### src/rtl/sdsplit_pkg.sv
// Shared types for the wide-read beat splitter.
// Assumes x16 SDRAM lanes; lane width is fixed here for all submodules.
package sdsplit_pkg;
    localparam int LANE_W = 16;

    typedef enum logic [1:0] {
        SZ_BYTE = 2'd0,
        SZ_HALF = 2'd1,
        SZ_WORD = 2'd2,
        SZ_LINE = 2'd3
    } acc_size_e;

    typedef enum logic [1:0] {
        ST_IDLE  = 2'd0,
        ST_ISSUE = 2'd1,
        ST_WAIT  = 2'd2,
        ST_FIN   = 2'd3
    } seq_state_e;
endpackage

### src/rtl/sdsplit_beats.sv
// Beat-count decoder: number of single-beat reads a request needs.
// Assumes the line size is a multiple of the bus width and a word fits one 32-bit beat.
module sdsplit_beats
    import sdsplit_pkg::*;
#(
    parameter int LINE_BYTES = 16,
    parameter int DBUS_W     = 32,
    parameter int CNT_W      = 4
) (
    input  logic             bus32,
    input  acc_size_e        size,
    output logic [CNT_W-1:0] beats
);
    localparam int WIDE_B   = DBUS_W / 8;
    localparam int NARROW_B = LANE_W / 8;

    // Divide the access size by the bus width, never below one beat.
    always_comb begin
        unique case (size)
            SZ_LINE: beats = bus32 ? CNT_W'(LINE_BYTES / WIDE_B) : CNT_W'(LINE_BYTES / NARROW_B);
            SZ_WORD: beats = bus32 ? CNT_W'(1) : CNT_W'(4 / NARROW_B);
            default: beats = CNT_W'(1);
        endcase
    end
endmodule

### src/rtl/sdsplit_addrmap.sv
// Address-to-field mapper: splits a beat byte address into column, bank and row.
// Assumes column bits lowest, bank next, row above; column width 9 or 10 by cfg.
module sdsplit_addrmap #(
    parameter int ADDR_W = 27,
    parameter int COL_HI = 10,
    parameter int BANK_W = 2,
    parameter int ROW_W  = 13
) (
    input  logic [ADDR_W-1:0] addr,
    input  logic              bus32,
    input  logic              col10,
    output logic [COL_HI-1:0] col,
    output logic [BANK_W-1:0] bank,
    output logic [ROW_W-1:0]  row
);
    logic [ADDR_W-1:0] word;

    // Drop the byte-within-beat bits to get the SDRAM word index.
    always_comb word = bus32 ? (addr >> 2) : (addr >> 1);

    // Slice fields with the boundary set by the device column width.
    always_comb begin
        if (col10) begin
            col  = word[COL_HI-1:0];
            bank = word[COL_HI +: BANK_W];
            row  = word[COL_HI+BANK_W +: ROW_W];
        end else begin
            col  = {1'b0, word[COL_HI-2:0]};
            bank = word[COL_HI-1 +: BANK_W];
            row  = word[COL_HI+BANK_W-1 +: ROW_W];
        end
    end
endmodule

### src/rtl/sdsplit_seq.sv
// Beat sequencer: accepts a request, steps the beat address and index,
// strobes one command per beat and waits for the data acknowledge.
// Assumes cfg inputs only matter at acceptance (they are latched here).
module sdsplit_seq
    import sdsplit_pkg::*;
#(
    parameter int ADDR_W     = 27,
    parameter int LINE_BYTES = 16,
    parameter int DBUS_W     = 32,
    parameter int CNT_W      = 4
) (
    input  logic              clk,
    input  logic              rst_n,
    input  logic              req_valid,
    input  logic [ADDR_W-1:0] req_addr,
    input  acc_size_e         req_size,
    input  logic              cfg_bus32,
    input  logic              cfg_col10,
    input  logic              beat_ack,
    output logic              req_ready,
    output logic              cmd_valid,
    output logic              start,
    output logic              capture,
    output logic              done,
    output logic              bus32_q,
    output logic              col10_q,
    output logic [ADDR_W-1:0] cur_addr,
    output logic [CNT_W-1:0]  beat_idx
);
    localparam int          ALIGN_BITS = $clog2(LINE_BYTES);
    localparam logic [ADDR_W-1:0] LINE_MASK = ~ADDR_W'(LINE_BYTES - 1);

    seq_state_e        state;
    logic [CNT_W-1:0]  beat_total;
    logic [CNT_W-1:0]  beats_req;
    logic [ADDR_W-1:0] base_addr;
    logic              last_beat;

    sdsplit_beats #(
        .LINE_BYTES(LINE_BYTES),
        .DBUS_W    (DBUS_W),
        .CNT_W     (CNT_W)
    ) u_beats (
        .bus32(cfg_bus32),
        .size (req_size),
        .beats(beats_req)
    );

    // Line requests start on a line boundary; smaller ones keep their address.
    always_comb base_addr = (req_size == SZ_LINE && ALIGN_BITS > 0) ? (req_addr & LINE_MASK) : req_addr;

    // Handshake and strobe decode from the state.
    always_comb begin
        req_ready = (state == ST_IDLE);
        cmd_valid = (state == ST_ISSUE);
        done      = (state == ST_FIN);
        start     = req_valid && (state == ST_IDLE);
        capture   = beat_ack && (state == ST_WAIT);
        last_beat = (beat_idx == beat_total - CNT_W'(1));
    end

    // Request capture, beat stepping and state advance.
    always_ff @(posedge clk) begin
        if (!rst_n) begin
            state      <= ST_IDLE;
            cur_addr   <= '0;
            beat_idx   <= '0;
            beat_total <= CNT_W'(1);
            bus32_q    <= 1'b0;
            col10_q    <= 1'b0;
        end else begin
            unique case (state)
                ST_IDLE: if (start) begin
                    state      <= ST_ISSUE;
                    cur_addr   <= base_addr;
                    beat_idx   <= '0;
                    beat_total <= beats_req;
                    bus32_q    <= cfg_bus32;
                    col10_q    <= cfg_col10;
                end
                ST_ISSUE: state <= ST_WAIT;
                ST_WAIT: if (capture) begin
                    if (last_beat) begin
                        state <= ST_FIN;
                    end else begin
                        state    <= ST_ISSUE;
                        beat_idx <= beat_idx + CNT_W'(1);
                        cur_addr <= cur_addr + (bus32_q ? ADDR_W'(DBUS_W / 8) : ADDR_W'(LANE_W / 8));
                    end
                end
                default: state <= ST_IDLE;
            endcase
        end
    end
endmodule

### src/rtl/sdsplit_gather.sv
// Result assembler: writes each returned beat into its 16-bit lanes in address order.
// Assumes beat index below LANES; result is cleared at request acceptance.
module sdsplit_gather
    import sdsplit_pkg::*;
#(
    parameter int DBUS_W = 32,
    parameter int RES_W  = 128,
    parameter int CNT_W  = 4
) (
    input  logic              clk,
    input  logic              rst_n,
    input  logic              start,
    input  logic              capture,
    input  logic              bus32,
    input  logic [CNT_W-1:0]  beat_idx,
    input  logic [DBUS_W-1:0] beat_data,
    output logic [RES_W-1:0]  result
);
    localparam int LANES        = RES_W / LANE_W;
    localparam int LANES_PER_WB = DBUS_W / LANE_W;

    for (genvar i = 0; i < LANES; i++) begin : g_lane
        logic              hit;
        logic [LANE_W-1:0] src;

        // Select whether this lane is written and which half of the beat feeds it.
        always_comb begin
            hit = bus32 ? (beat_idx == CNT_W'(i / LANES_PER_WB)) : (beat_idx == CNT_W'(i));
            src = bus32 ? beat_data[(i % LANES_PER_WB)*LANE_W +: LANE_W] : beat_data[LANE_W-1:0];
        end

        // Clear on a new request, load on a matching beat capture.
        always_ff @(posedge clk) begin
            if (!rst_n || start) begin
                result[i*LANE_W +: LANE_W] <= '0;
            end else if (capture && hit) begin
                result[i*LANE_W +: LANE_W] <= src;
            end
        end
    end
endmodule

### src/rtl/sdsplit_top.sv
// Wide-read beat splitter top: turns one read request into burst-length-1
// SDRAM beats with bank/row/column fields and packs the returned data.
// Assumes a single outstanding request and an acknowledge per issued beat.
module sdsplit_top
    import sdsplit_pkg::*;
#(
    parameter int ADDR_W     = 27,
    parameter int DBUS_W     = 32,
    parameter int LINE_BYTES = 16,
    parameter int COL_HI     = 10,
    parameter int BANK_W     = 2,
    parameter int ROW_W      = 13,
    localparam int RES_W     = LINE_BYTES * 8,
    localparam int CNT_W     = $clog2(RES_W / LANE_W + 1)
) (
    input  logic              clk,
    input  logic              rst_n,
    input  logic              cfg_bus32,
    input  logic              cfg_col10,
    input  logic              req_valid,
    input  logic [ADDR_W-1:0] req_addr,
    input  logic [1:0]        req_size,
    output logic              req_ready,
    output logic              cmd_valid,
    output logic [BANK_W-1:0] cmd_bank,
    output logic [ROW_W-1:0]  cmd_row,
    output logic [COL_HI-1:0] cmd_col,
    input  logic              beat_ack,
    input  logic [DBUS_W-1:0] beat_data,
    output logic              rsp_done,
    output logic [RES_W-1:0]  rsp_data
);
    logic              start;
    logic              capture;
    logic              bus32_q;
    logic              col10_q;
    logic [ADDR_W-1:0] cur_addr;
    logic [CNT_W-1:0]  beat_idx;

    sdsplit_seq #(
        .ADDR_W    (ADDR_W),
        .LINE_BYTES(LINE_BYTES),
        .DBUS_W    (DBUS_W),
        .CNT_W     (CNT_W)
    ) u_seq (
        .clk      (clk),
        .rst_n    (rst_n),
        .req_valid(req_valid),
        .req_addr (req_addr),
        .req_size (acc_size_e'(req_size)),
        .cfg_bus32(cfg_bus32),
        .cfg_col10(cfg_col10),
        .beat_ack (beat_ack),
        .req_ready(req_ready),
        .cmd_valid(cmd_valid),
        .start    (start),
        .capture  (capture),
        .done     (rsp_done),
        .bus32_q  (bus32_q),
        .col10_q  (col10_q),
        .cur_addr (cur_addr),
        .beat_idx (beat_idx)
    );

    sdsplit_addrmap #(
        .ADDR_W(ADDR_W),
        .COL_HI(COL_HI),
        .BANK_W(BANK_W),
        .ROW_W (ROW_W)
    ) u_map (
        .addr (cur_addr),
        .bus32(bus32_q),
        .col10(col10_q),
        .col  (cmd_col),
        .bank (cmd_bank),
        .row  (cmd_row)
    );

    sdsplit_gather #(
        .DBUS_W(DBUS_W),
        .RES_W (RES_W),
        .CNT_W (CNT_W)
    ) u_gather (
        .clk      (clk),
        .rst_n    (rst_n),
        .start    (start),
        .capture  (capture),
        .bus32    (bus32_q),
        .beat_idx (beat_idx),
        .beat_data(beat_data),
        .result   (rsp_data)
    );
endmodule

### config.mk
export PLATFORM = sky130hd
export DESIGN_NAME = sdsplit_top
export DESIGN_NICKNAME = d
export VERILOG_FILES = /design/src/rtl/sdsplit_pkg.sv /design/src/rtl/sdsplit_beats.sv /design/src/rtl/sdsplit_addrmap.sv /design/src/rtl/sdsplit_seq.sv /design/src/rtl/sdsplit_gather.sv /design/src/rtl/sdsplit_top.sv
export SDC_FILE = /design/constraint.sdc
export NUM_CORES = 1
export LEC_CHECK = 0
export CELL_PAD_IN_SITES_DETAIL_PLACEMENT = 1
export CELL_PAD_IN_SITES_GLOBAL_PLACEMENT = 1
export CORE_MARGIN = 1.5
export CORE_UTILIZATION = 36
export DETAILED_ROUTE_END_ITERATION = 10
export HOLD_SLACK_MARGIN = 0.15
export PLACE_DENSITY_LB_ADDON = 0.1
export SKIP_LAST_GASP = 1
export SYNTH_ARGS = -nofsm -noshare
export SYNTH_HDL_FRONTEND = slang
export SYNTH_SLANG_ARGS = --single-unit
### constraint.sdc
create_clock -name clk -period 5.95 [get_ports clk]
set_input_delay 1.785 -clock clk [delete_from_list [all_inputs] [get_ports clk]]
set_output_delay 1.785 -clock clk [all_outputs]
set_load 0.05 [all_outputs]
* Word level (Yosys, flattened, before mapping)
Index checks and enable logic that the tools add are counted.
Storage, ports and cells: flip-flop bits (word level) 167, bits of input ports 67, output and inout bits 156, word-level logic and storage cells 80
Operators by class: add/sub/neg operators 3, eq/ne operators 16, multiplexer cells 29, reductions and logical operators 18
Operators by type and width (number):
- 2-to-1 mux 27 bit | 3
- one-hot mux 27 bit (2 select lines) | 1
- adder 27 x 3 -> 27 bit | 1
- 2-to-1 mux 25 bit | 1
- 2-to-1 mux 4 bit | 5
- == test 4 x 3 -> 1 bit (second input constant) | 4
- 2-to-1 mux 16 bit | 1
- one-hot mux 4 bit (2 select lines) | 2
- 2-to-1 mux 13 bit | 1
- logical AND 1 bit | 10
- 2-to-1 mux 10 bit | 1
- 2-to-1 mux 2 bit | 5
- == test 2 bit (second input constant) | 4
- == test 4 x 2 -> 1 bit (second input constant) | 2
- 2-to-1 mux 1 bit | 7
- one-hot mux 2 bit (3 select lines) | 1
- adder 4 x 1 -> 4 bit (second input constant) | 1
- == test 4 x 1 -> 1 bit (second input constant) | 1
- == test 4 bit | 1
- zero test 4 bit | 1
- inequality test 2 x 1 -> 1 bit (second input constant) | 2
- AND reduction 2 bit | 2
- AND reduction 4 bit | 1
- subtractor 4 x 1 -> 4 bit (second input constant) | 1
- 7 further kinds | 7

* Depth between registers and ports, before layout
depth after elaboration 5, gate-level depth with buffers 10, mapped depth without buffers 9

* By module
From an unflattened synthesis, not the netlist that was laid out.
Second synthesis, totals: cells, all modules 883, area, all modules 8226.6 sq um
Modules (own cells, without submodules):
- sdsplit_gather | instances 1, cells each 534, area each 5323.9 sq um, seq. area each 2562.5 sq um
- sdsplit_seq | instances 1, cells each 298, area each 2396.0 sq um, seq. area each 780.7 sq um
- sdsplit_addrmap | instances 1, cells each 46, area each 473.0 sq um, seq. area each 0.0 sq um
- sdsplit_beats | instances 1, cells each 5, area each 33.8 sq um, seq. area each 0.0 sq um

* Least setup slack after synthesis
OpenSTA, ideal clock, no wires.
kind reg2out, start point register u_seq.bus32_q, end point output cmd_bank[0], arrival 2029 ps, data required time 4165 ps, setup slack 2136 ps, cell stages (with the launch flop) 5, buffers on the path 3, cell sequence dfxtp_1 buf_2 buf_2 clkbuf_1 o21ai_0
Between the ends: cells in the longest elaborated chain, start to end 2
Ends and longest elaborated chain:
- start: declaration | RTL line sdsplit_seq.sv:25 | output logic bus32_q,
- start signal: assignment | RTL line sdsplit_seq.sv:78 | bus32_q <= cfg_bus32;
- 2-to-1 mux 25 bit | RTL line sdsplit_addrmap.sv:19 | always_comb word = bus32 ? (addr >> 2) : (addr >> 1);
- 2-to-1 mux 2 bit | RTL line sdsplit_addrmap.sv:23 | if (col10) begin
- end: declaration | RTL line sdsplit_top.sv:25 | output logic [BANK_W-1:0] cmd_bank,
Every way passes these cells.

* Worst setup path in the final report
start point register u_seq.col10_q, end point output cmd_row[11]
Between the ends: cells in the longest elaborated chain, start to end 1
Ends and longest elaborated chain:
- start: declaration | RTL line sdsplit_seq.sv:26 | output logic col10_q,
- start signal: assignment | RTL line sdsplit_seq.sv:79 | col10_q <= cfg_col10;
- 2-to-1 mux 13 bit | RTL line sdsplit_addrmap.sv:23
- end: declaration | RTL line sdsplit_top.sv:26 | output logic [ROW_W-1:0] cmd_row,
Every way passes these cells.

==> run metrics <==
top post-synthesis cells by area=dfxtp_1, mux2i_1, nor2_1; max-cap viol count=0; dpl cell area=0.00984 mm^2; Seq cells post-synth=166; post-CTS setup buffer count=0; clk_skew=0.0112 ns; Hold Startpoint=u_gather.result[3]$_SDFFE_PP0P_; sequential area share after synthesis=0.445; # rows=52; worst-margin pin slew=1.16 ns; Rel. slew slack=0.223; Top FF cell, synth=dfxtp_1; Worst R2R Path Depth=7; pin count of the biggest net entering global routing=131; Placed Instances=1,281; Slowest Stage Delay on Critical Path=1.00 ns; CTS tree=yes; vias per inst=5.18; PortBufs=221; crit share post-route=0.768; WP data required=4.16 ns; DRC Markers=0; drt pass-1 iters=4; Setup-failing EPs final=0; area grow syn2layout=39.4%; DRT Wirelength=24,200 um; WP data arrival=2.79 ns; clock latency at the later pin of the worst-skew pair=0.43 ns; Max Slew Vio Count=0; Worst Path Max Fanout=25; Layout Nets=1,105; Max clock buf depth=2; Ports=223; cts repair resizes=0; via count=6,810; Synth async-reset ratio=0; most common cell after layout, fill and taps aside=clkdlybuf4s50_1; maximum level of the CTS H-tree=4; FMAX=0.219 GHz; Reg-to-Reg Start=u_seq.bus32_q$_SDFFE_PN0P_; WHS Path Cells=2; Avg Inst Size Synth=8.85 um^2; Setup crit start=u_seq.col10_q$_SDFFE_PN0P_; Ys Warns=0; cell area after layout=0.0104 mm^2; GP Congestion=0.788; vias in the first global route=6,648; initial antenna violation count=2; share of the synthesized area in the top cell type=0.445; final std cells w/o fill=1,315; worst hold-check path type=reg -> reg; Chip Height=147 um; Total Routing Usage GR=0.223; Util after Layout=0.513; crit-path cells=and2_1 > nor3_1 > a21oi_1 > clkdlybuf4s50_1; Pwr Density=268 mW/mm^2; post-synth cell types=63; Post-Syn Area=0.00746 mm^2; layout cells sized above 1=0.0757; Post-CTS Hold Buffers=0; first-pass GRT wire length=37,700 um; r2r setup slk=2.89 ns; CP endpoint kind=primary output; CTS buffer count=17; peak supply drop=0.212 mV; clock sinks=166; die width=147 um; status=completed; core area=0.0203 mm^2; cells after synthesis=843; most frequent cells in the layout=clkdlybuf4s50_1, dfxtp_1, nor2_1; unrepaired setup endpoints after global routing=false; TNS Setup=0 ns; post-synth top area cell=dfxtp_1; Remaining Overflow, GRT=0; leakage=3.39 nW; fillcell total=2,315; clk root buf=clkbuf_16; Initial DRC Count=356; Die ar.=0.0216 mm^2; routed len/inst=18.4 um; Max stage delay cell, worst path=dfxtp_1; Worst setup SP type=flop; DPL Wire Length=16,900 um; Post-synth EDFFs=0; post-route ant nets=0; Initial Util=0.368; Clk pin slew, worst setup/hold paths=0.07 ns; Tmin final=4.57 ns; WS Path Type=reg -> out; syn nets=918; Hold Vio Cnt, Final=0
through the flow:
step                      power [mW]  hold slack, ns  setup slack, ns
after detailed placement        1.75           0.449             1.66
final                           2.79           0.454             1.38
after global routing            2.91           0.477             1.15
after global placement          1.74           0.441             1.71
after floorplan                 1.56           0.461             2.14
after CTS                       2.82           0.458             1.30
Yosys cell counts (3+ instances only):
library cell and count:
nor3_1 14, a211oi_1 70, o31ai_1 3, nand4_1 6
nor2b_1 11, ha_1 7, nand2_1 65, o32ai_1 3
and2_1 9, mux2_2 9, a22oi_1 4, nor4_2 4
dfxtp_1 166, o221a_2 3, nor2_1 152, mux2i_1 75
nand3_1 16, buf_2 20, o31a_1 7, clkbuf_1 30
o21ai_0 12, a21oi_1 66, a31oi_1 6, xnor2_1 3
o221a_1 10, buf_4 5, inv_1 9, and3_1 4
buf_1 8
cell families (layout without fill, tap and decap cells):
kind of cell	count (synthesis)	in the layout	synth area share
AO/OA/AOI/OAI	203	203	0.188
XOR/XNOR	6	6	0.00889
adder cells (fa/ha/maj)	8	8	0.0144
buffers and inverters	76	276	0.0453
flip-flops	166	166	0.445
multiplexers	84	84	0.114
other	0	2	0
AND/OR/NAND/NOR	300	300	0.184
critical path, delay by kind of cell (launching register included):
family	cells	cell delay, ns
flip-flops	1	1.00
buffers and inverters	1	0.83
AND/OR/NAND/NOR	2	0.32
AO/OA/AOI/OAI	1	0.18
cell type report:
type                    instances  area (um^2)  share of cell area
multi-input cells             601         3820               0.367
flip-flops and latches        166         3320               0.319
repair buffers                233         2310               0.222
clock buffers                  18          429              0.0412
well taps                     270          338              0.0325
clock inverters                14          136              0.0131
inverters                      11         41.3             0.00397
diodes                          2         5.00            0.000481
power by group:
part / leakage, nW / internal, mW / switching (mW)
combinational: 1.77 / 0.195 / 0.332
clock: 0.273 / 0.555 / 0.517
sequential: 1.34 / 1.14 / 0.0518
flip-flops by register name, summed over array words and instances (netlist names):
name	flops
u_seq.col10_q	1
u_seq.beat_idx	4
u_gather.result	128
u_seq.bus32_q	1
u_seq.beat_total	4
u_seq.state	2
u_seq.cur_addr	26
path summary, 6_finish.rpt:
kind	end
setup reg to reg	u_seq.cur_addr[17]$_SDFFE_PN0P_
hold reg to reg	u_gather.result[3]$_SDFFE_PP0P_
hold / removal	u_gather.result[3]$_SDFFE_PP0P_
setup / recovery	cmd_row[11]
routing by layer:
| metal | GRT usage | vias up | routed length (um) |
|---|---|---|---|
| met2 | 0.336 | 153 | 10800 |
| met1 | 0.313 | 3254 | 11700 |
| met4 | 0.0600 | 0 | 324 |
| met3 | 0.0640 | 18 | 1410 |
| li1 | - | 3385 | - |
| met5 | 0 | - | 0 |
No activity file was read; power rests on OpenSTA's default activity.
